<file path="src/rtl/field_deint_pkg.sv">
package field_deint_pkg;
  typedef enum logic [1:0] {
    MODE_DUP   = 2'd0,
    MODE_AVG   = 2'd1,
    MODE_WEAVE = 2'd2,
    MODE_RSVD  = 2'd3
  } deint_mode_e;

  typedef enum logic {
    ST_FILL = 1'b0,
    ST_EMIT = 1'b1
  } deint_state_e;
endpackage

</file>
<file path="src/rtl/field_deint_store.sv">
module field_deint_store #(
  parameter int DW    = 24,
  parameter int DEPTH = 32,
  localparam int AW   = $clog2(DEPTH)
) (
  input  logic          clk_i,
  input  logic          we_i,
  input  logic          wbank_i,
  input  logic [AW-1:0] waddr_i,
  input  logic [DW-1:0] wdata_i,
  input  logic          rbank_i,
  input  logic [AW-1:0] raddr_a_i,
  input  logic [AW-1:0] raddr_b_i,
  output logic [DW-1:0] rdata_a_o,
  output logic [DW-1:0] rdata_b_o
);
  logic [DW-1:0] mem_q [2][DEPTH];

  always_ff @(posedge clk_i) begin
    if (we_i) mem_q[wbank_i][waddr_i] <= wdata_i;
  end

  assign rdata_a_o = mem_q[rbank_i][raddr_a_i];
  assign rdata_b_o = mem_q[rbank_i][raddr_b_i];
endmodule

</file>
<file path="src/rtl/field_deint_linemap.sv">
module field_deint_linemap
  import field_deint_pkg::*;
#(
  parameter int LINES = 4,
  localparam int LW   = $clog2(LINES),
  localparam int RW   = LW + 1
) (
  input  logic [RW-1:0] row_i,
  input  logic          parity_i,
  input  deint_mode_e   mode_i,
  input  logic          prev_ok_i,
  output logic [LW-1:0] line_a_o,
  output logic [LW-1:0] line_b_o,
  output logic          from_prev_o,
  output logic          blend_o
);
  logic [LW-1:0] half, above, below;
  logic [LW:0]   below_x;
  logic          above_ok, below_ok;

  assign half = row_i[RW-1:1];

  // Neighbouring current-field lines of a missing row
  always_comb begin
    below_x = {1'b0, half} + (LW+1)'(1);
    if (!parity_i) begin
      above    = half;
      above_ok = 1'b1;
      below    = below_x[LW-1:0];
      below_ok = below_x < (LW+1)'(LINES);
    end else begin
      above    = half - LW'(1);
      above_ok = half != '0;
      below    = half;
      below_ok = 1'b1;
    end
  end

  always_comb begin
    line_a_o    = half;
    line_b_o    = half;
    from_prev_o = 1'b0;
    blend_o     = 1'b0;
    if (row_i[0] != parity_i) begin
      if (mode_i == MODE_WEAVE && prev_ok_i) begin
        from_prev_o = 1'b1;
      end else begin
        line_a_o = above_ok ? above : below;
        line_b_o = line_a_o;
        if (mode_i == MODE_AVG) begin
          line_b_o = below_ok ? below : above;
          blend_o  = 1'b1;
        end
      end
    end
  end
endmodule

</file>
<file path="src/rtl/field_deint_avg.sv">
module field_deint_avg #(
  parameter int COMP_W = 8,
  parameter int COMPS  = 3,
  localparam int DW    = COMP_W * COMPS
) (
  input  logic [DW-1:0] a_i,
  input  logic [DW-1:0] b_i,
  input  logic          blend_i,
  output logic [DW-1:0] pix_o
);
  for (genvar g = 0; g < COMPS; g++) begin : g_comp
    logic [COMP_W:0] sum;
    assign sum = {1'b0, a_i[g*COMP_W +: COMP_W]} + {1'b0, b_i[g*COMP_W +: COMP_W]} + (COMP_W+1)'(1);
    assign pix_o[g*COMP_W +: COMP_W] = blend_i ? sum[COMP_W:1] : a_i[g*COMP_W +: COMP_W];
  end
endmodule

</file>
<file path="src/rtl/field_deinterlacer.sv">
module field_deinterlacer
  import field_deint_pkg::*;
#(
  parameter int COMP_W      = 8,
  parameter int COMPS       = 3,
  parameter int LINE_PIX    = 8,
  parameter int FIELD_LINES = 4,
  parameter bit ANCHOR_F1   = 1'b0
) (
  input  logic                      clk_i,
  input  logic                      rst_ni,
  input  logic [1:0]                mode_i,
  input  logic                      pair_i,
  input  logic                      in_valid_i,
  output logic                      in_ready_o,
  input  logic [COMP_W*COMPS-1:0]   in_data_i,
  input  logic                      in_sof_i,
  input  logic                      in_parity_i,
  input  logic [1:0]                in_sync_i,
  output logic                      out_valid_o,
  input  logic                      out_ready_i,
  output logic [COMP_W*COMPS-1:0]   out_data_o,
  output logic                      out_sof_o,
  output logic                      out_eol_o
);
  localparam int DW    = COMP_W * COMPS;
  localparam int DEPTH = LINE_PIX * FIELD_LINES;
  localparam int AW    = $clog2(DEPTH);
  localparam int CXW   = $clog2(LINE_PIX);
  localparam int LW    = $clog2(FIELD_LINES);
  localparam int RW    = LW + 1;

  deint_state_e state_q;
  deint_mode_e  fmode_q;
  logic          wbank_q, prev_ok_q, fpar_q, fpair_q, busy_q;
  logic [AW-1:0] waddr_q;
  logic [RW-1:0] row_q;
  logic [CXW-1:0] col_q;

  logic sync_unused;
  assign sync_unused = ^in_sync_i;

  // Fill side
  logic          acc, start, take, last, cur_par, cur_pair, emit_now;
  logic [AW-1:0] wr_addr;

  assign in_ready_o = state_q == ST_FILL;
  assign acc        = in_valid_i && in_ready_o;
  assign start      = acc && in_sof_i;
  assign take       = acc && (in_sof_i || busy_q);
  assign wr_addr    = start ? '0 : waddr_q;
  assign last       = take && wr_addr == AW'(DEPTH - 1);
  assign cur_par    = start ? in_parity_i : fpar_q;
  assign cur_pair   = start ? pair_i : fpair_q;
  assign emit_now   = !cur_pair || (cur_par == ANCHOR_F1);

  // Emit side
  logic          fire, col_end, row_end, from_prev, blend;
  logic [LW-1:0] line_a, line_b;
  logic [AW-1:0] raddr_a, raddr_b;
  logic [DW-1:0] rdata_a, rdata_b;

  assign out_valid_o = state_q == ST_EMIT;
  assign fire        = out_valid_o && out_ready_i;
  assign col_end     = col_q == CXW'(LINE_PIX - 1);
  assign row_end     = row_q == RW'(2 * FIELD_LINES - 1);
  assign out_sof_o   = row_q == '0 && col_q == '0;
  assign out_eol_o   = col_end;

  field_deint_linemap #(.LINES(FIELD_LINES)) u_map (
    .row_i      (row_q),
    .parity_i   (fpar_q),
    .mode_i     (fmode_q),
    .prev_ok_i  (prev_ok_q),
    .line_a_o   (line_a),
    .line_b_o   (line_b),
    .from_prev_o(from_prev),
    .blend_o    (blend)
  );

  assign raddr_a = AW'(line_a) * AW'(LINE_PIX) + AW'(col_q);
  assign raddr_b = AW'(line_b) * AW'(LINE_PIX) + AW'(col_q);

  field_deint_store #(.DW(DW), .DEPTH(DEPTH)) u_store (
    .clk_i    (clk_i),
    .we_i     (take),
    .wbank_i  (wbank_q),
    .waddr_i  (wr_addr),
    .wdata_i  (in_data_i),
    .rbank_i  (from_prev ? ~wbank_q : wbank_q),
    .raddr_a_i(raddr_a),
    .raddr_b_i(raddr_b),
    .rdata_a_o(rdata_a),
    .rdata_b_o(rdata_b)
  );

  field_deint_avg #(.COMP_W(COMP_W), .COMPS(COMPS)) u_avg (
    .a_i    (rdata_a),
    .b_i    (rdata_b),
    .blend_i(blend),
    .pix_o  (out_data_o)
  );

  always_ff @(posedge clk_i or negedge rst_ni) begin
    if (!rst_ni) begin
      state_q   <= ST_FILL;
      fmode_q   <= MODE_DUP;
      wbank_q   <= 1'b0;
      prev_ok_q <= 1'b0;
      fpar_q    <= 1'b0;
      fpair_q   <= 1'b0;
      busy_q    <= 1'b0;
      waddr_q   <= '0;
      row_q     <= '0;
      col_q     <= '0;
    end else if (state_q == ST_FILL) begin
      if (start) begin
        fpar_q  <= in_parity_i;
        fpair_q <= pair_i;
        fmode_q <= deint_mode_e'(mode_i);
      end
      if (take) begin
        waddr_q <= wr_addr + AW'(1);
        busy_q  <= 1'b1;
      end
      if (last) begin
        busy_q  <= 1'b0;
        waddr_q <= '0;
        if (emit_now) begin
          state_q <= ST_EMIT;
          row_q   <= '0;
          col_q   <= '0;
        end else begin
          wbank_q   <= ~wbank_q;
          prev_ok_q <= 1'b1;
        end
      end
    end else if (fire) begin
      if (col_end) begin
        col_q <= '0;
        if (row_end) begin
          row_q     <= '0;
          state_q   <= ST_FILL;
          wbank_q   <= ~wbank_q;
          prev_ok_q <= 1'b1;
        end else begin
          row_q <= row_q + RW'(1);
        end
      end else begin
        col_q <= col_q + CXW'(1);
      end
    end
  end
endmodule

</file>
<file path="config.mk">
export PLATFORM = sky130hd
export DESIGN_NAME = field_deinterlacer
export DESIGN_NICKNAME = d
export VERILOG_FILES = /design/src/rtl/field_deint_pkg.sv /design/src/rtl/field_deint_store.sv /design/src/rtl/field_deint_linemap.sv /design/src/rtl/field_deint_avg.sv /design/src/rtl/field_deinterlacer.sv
export SDC_FILE = /design/constraint.sdc
export NUM_CORES = 2
export LEC_CHECK = 0
export BUFFER_PORTS_ARGS = -buffer_cell sky130_fd_sc_hd__clkbuf_2
export CAP_MARGIN = 20
export CORE_MARGIN = 5
export CORE_UTILIZATION = 30
export DETAILED_ROUTE_END_ITERATION = 6
export HOLD_SLACK_MARGIN = 0.12
export PLACE_DENSITY = 0.55
export SETUP_SLACK_MARGIN = 0.5
export SKIP_CTS_REPAIR_TIMING = 1
export SYNTH_ARGS = -nofsm -noshare
export SYNTH_HDL_FRONTEND = slang
export SYNTH_SLANG_ARGS = --single-unit
</file>
<file path="constraint.sdc">
create_clock -name clk_i -period 6.44 [get_ports clk_i]
set_input_delay 0.644 -clock clk_i [delete_from_list [all_inputs] [get_ports clk_i]]
set_output_delay 0.644 -clock clk_i [all_outputs]
set_load 0.005 [all_outputs]
</file>
==> impl_metrics.tcl <==
set metrics [dict create \
    critPathArrivalTime_ns 5.72 \
    numCtsBuffers 163 \
    drtIter0Drc 3177 \
    final_nets 3054 \
    post_dp_cell_area_mm2 0.0668 \
    slew_headroom 0.239 \
    clock_sinks 1555 \
    fmax_mhz 157 \
    drcViolationCount 0 \
    area_delta_synth_final_pct 19.7 \
    design_area_mm2 0.0738 \
    postSynthCellCount 2628 \
    timing.hold.ws_ns 0.140 \
    ys_warn_count 0 \
    synth.lib_cells_used.distinct 58 \
    powerDensity_mw_per_mm2 532 \
    antenna_found_initial 10 \
    fin_ws_ns 0.0782 \
    vias_per_cell 5.13 \
    die_h_um 463 \
    synth_commonest_cells "1536 x edfxtp_1, 518 x mux4_2, 83 x nor2_1, 64 x nand2_1, 45 x buf_2" \
    synth_edf_count 1536 \
    start_kind "flip-flop" \
    critPathMaxFanout 7 \
    wl_per_cell_um 29.3 \
    cts_max_level 4 \
    detailed_place_hpwl_um 95600 \
    status "complete, no violations" \
    ys_seq_area_frac 0.756 \
    place_congestion 0.802 \
    core_mm2 0.205 \
    r2r-start "out_valid_o" \
    synth.top_cell.area_share 0.748 \
    fin_crit_ns 6.36 \
    yosys.area.top_type "edfxtp_1" \
    io_pins 63 \
    ant_nets 0 \
    fin_crit_sh 0.988 \
    path_class "flip-flop to output port" \
    slowest_delay_ns 0.59 \
    layout-drive-gt1-share 0.385 \
    synth.most_common_cell "edfxtp_1" \
    r2r_end "u_store.mem_q[1][335]" \
    tightestPinTransition_ns 1.14 \
    syn_area_mm2 0.0617 \
    grt_max_degree 65 \
    clk-insertion-delay-late_ns 0.80 \
    holdPathStages 3 \
    io_buffer_count 60 \
    min_path_type "primary input to flip-flop" \
    initial_utilization 0.301 \
    setup_viol 0 \
    cts_tree "built" \
    critPathCapture "out_data_o[6]" \
    place_ws_ns 0.669 \
    fp-row-count 166 \
    grt_pass1_vias 29300 \
    synth.area.top_cells "edfxtp_1 75%, mux4_2 19%, dfrtp_1 0.77%" \
    dieWidth_um 463 \
    cp-startpoint "fmode_q[0]" \
    setup-tns-final_ns 0 \
    rrSetupSlack_ns 2.32 \
    synth_ff_type "edfxtp_1" \
    maxCapViolations 0 \
    end_kind "output port" \
    syn-num-nets 2700 \
    wl_um 170000 \
    cpMaxStageDelayCell "mux4_2" \
    grt_remaining_overflow 0 \
    num_vias 29800 \
    dr.pass1.iters 5 \
    avgSynthCellArea_um2 23.5 \
    synthArstFlopShare 0.0122 \
    rsz0062_at_grt "true" \
    root_buffer "clkbuf_16" \
    reg2regPathDepth 7 \
    regArea_mm2 0.0466 \
    slew_violations 0 \
    dieArea_mm2 0.215 \
    clockBufferDepth 3 \
    p_leak_uw 0.0231 \
    ys_ff_latch 1555 \
    hold_viol 0 \
    irDropWorstVdd_mv 0.482 \
    crit_chain "nand3b_1 > buf_6 > o21a_4 > nor2_4 > buf_12 > buf_16 > buf_12 > clkbuf_16 > buf_8 > mux4_2 > mux4_2 > mux4_2 > ha_4 > nand2_4 > o31ai_4 > a21oi_2 > or4b_1 > nand3_2 > buf_6 > buf_6" \
    path_clk_slew_ns 0.06 \
    cp.required_ns 5.80 \
    total_power_uw 39300 \
    grt_use_total 0.152 \
    skew_ns 0.0176 \
    multiInputGateArea_mm2 0.0152 \
    nFillCells 18500 \
    grt_pass1_wl_um 233000 \
]
-- worst max-delay path: cells and delay by family (launching register included) --
kind,cells,cell delay [ns]
mux,3,1.44
buf+inv,8,1.08
simple gates,5,1.01
compound gates,3,0.62
flops,1,0.40
fa+ha+maj,1,0.32
-- area by class of cell --
type | count | share of cell area
multi-input combinational | 925 | 0.206
clock buffer | 219 | 0.0583
timing repair buffer | 317 | 0.0471
clock inverter | 77 | 0.0100
antenna | 6 | 0.000203
inverter | 20 | 0.00112
tap | 2688 | 0.0456
sequential | 1555 | 0.632
-- cell usage in the layout (no fill, tap or decap), types with 15 or more instances in the layout --
| master | count |
|---|---|
| buf_6 | 16 |
| mux4_2 | 519 |
| ha_1 | 23 |
| dfrtp_1 | 15 |
| o21ai_0 | 15 |
| clkinv_2 | 19 |
| nand3_1 | 24 |
| clkbuf_2 | 51 |
| mux2_2 | 20 |
| clkbuf_1 | 55 |
| clkinv_1 | 31 |
| nand2_1 | 61 |
| edfxtp_1 | 1536 |
| nor2_1 | 17 |
| buf_16 | 17 |
| buf_4 | 167 |
| clkbuf_16 | 180 |
| nor2_4 | 66 |
| buf_12 | 40 |
-- sequential cells by signal, indices dropped and copies added, names as in the netlist --
signal         count
waddr_q            5
u_store.mem_q   1536
fpar_q             1
fpair_q            1
prev_ok_q          1
col_q              3
busy_q             1
row_q              3
out_valid_o        1
fmode_q            2
wbank_q            1
-- cells by family after synthesis --
kind of cell	after synthesis	share of synthesized area
AOI/OAI and AO/OA	95	0.0101
xor gates and xnor gates	20	0.00296
adders and majority gates	37	0.00787
DFF	1555	0.756
and+or+nand+nor	218	0.0162
buffers and inverters	148	0.0110
muxes	555	0.196
-- per-layer routing --
layer  vias to the layer above  wire length (µm)  track usage
met4                         4              3350       0.0341
met3                       217             10000       0.0251
met5                         -                27            0
met2                       994             83500        0.250
li1                      12100                 -            -
met1                     16500             73200        0.213
-- worst min-delay path by stage --
stage | to | from
2_1_floorplan | busy_q | rst_ni
3_3_place_gp | prev_ok_q | prev_ok_q
3_5_place_dp | prev_ok_q | prev_ok_q
4_1_cts | col_q[2] | rst_ni
5_1_grt | fmode_q[0] | mode_i[0]
6_report | fpair_q | pair_i
-- per-stage QoR --
step / std cells / utilization
2_1_floorplan: 2628 / -
3_3_place_gp: 5392 / 0.325
3_5_place_dp: 5402 / 0.326
4_1_cts: 5698 / 0.351
5_1_grt: 5801 / 0.361
6_report: 5807 / 0.361
-- power breakdown --
part | switching, µW | internal [µW]
Combinational | 9760 | 9060
Clock | 3900 | 5080
Sequential | 176 | 11300
Total | 13800 | 25400
Power figures use the tool's default switching activity.
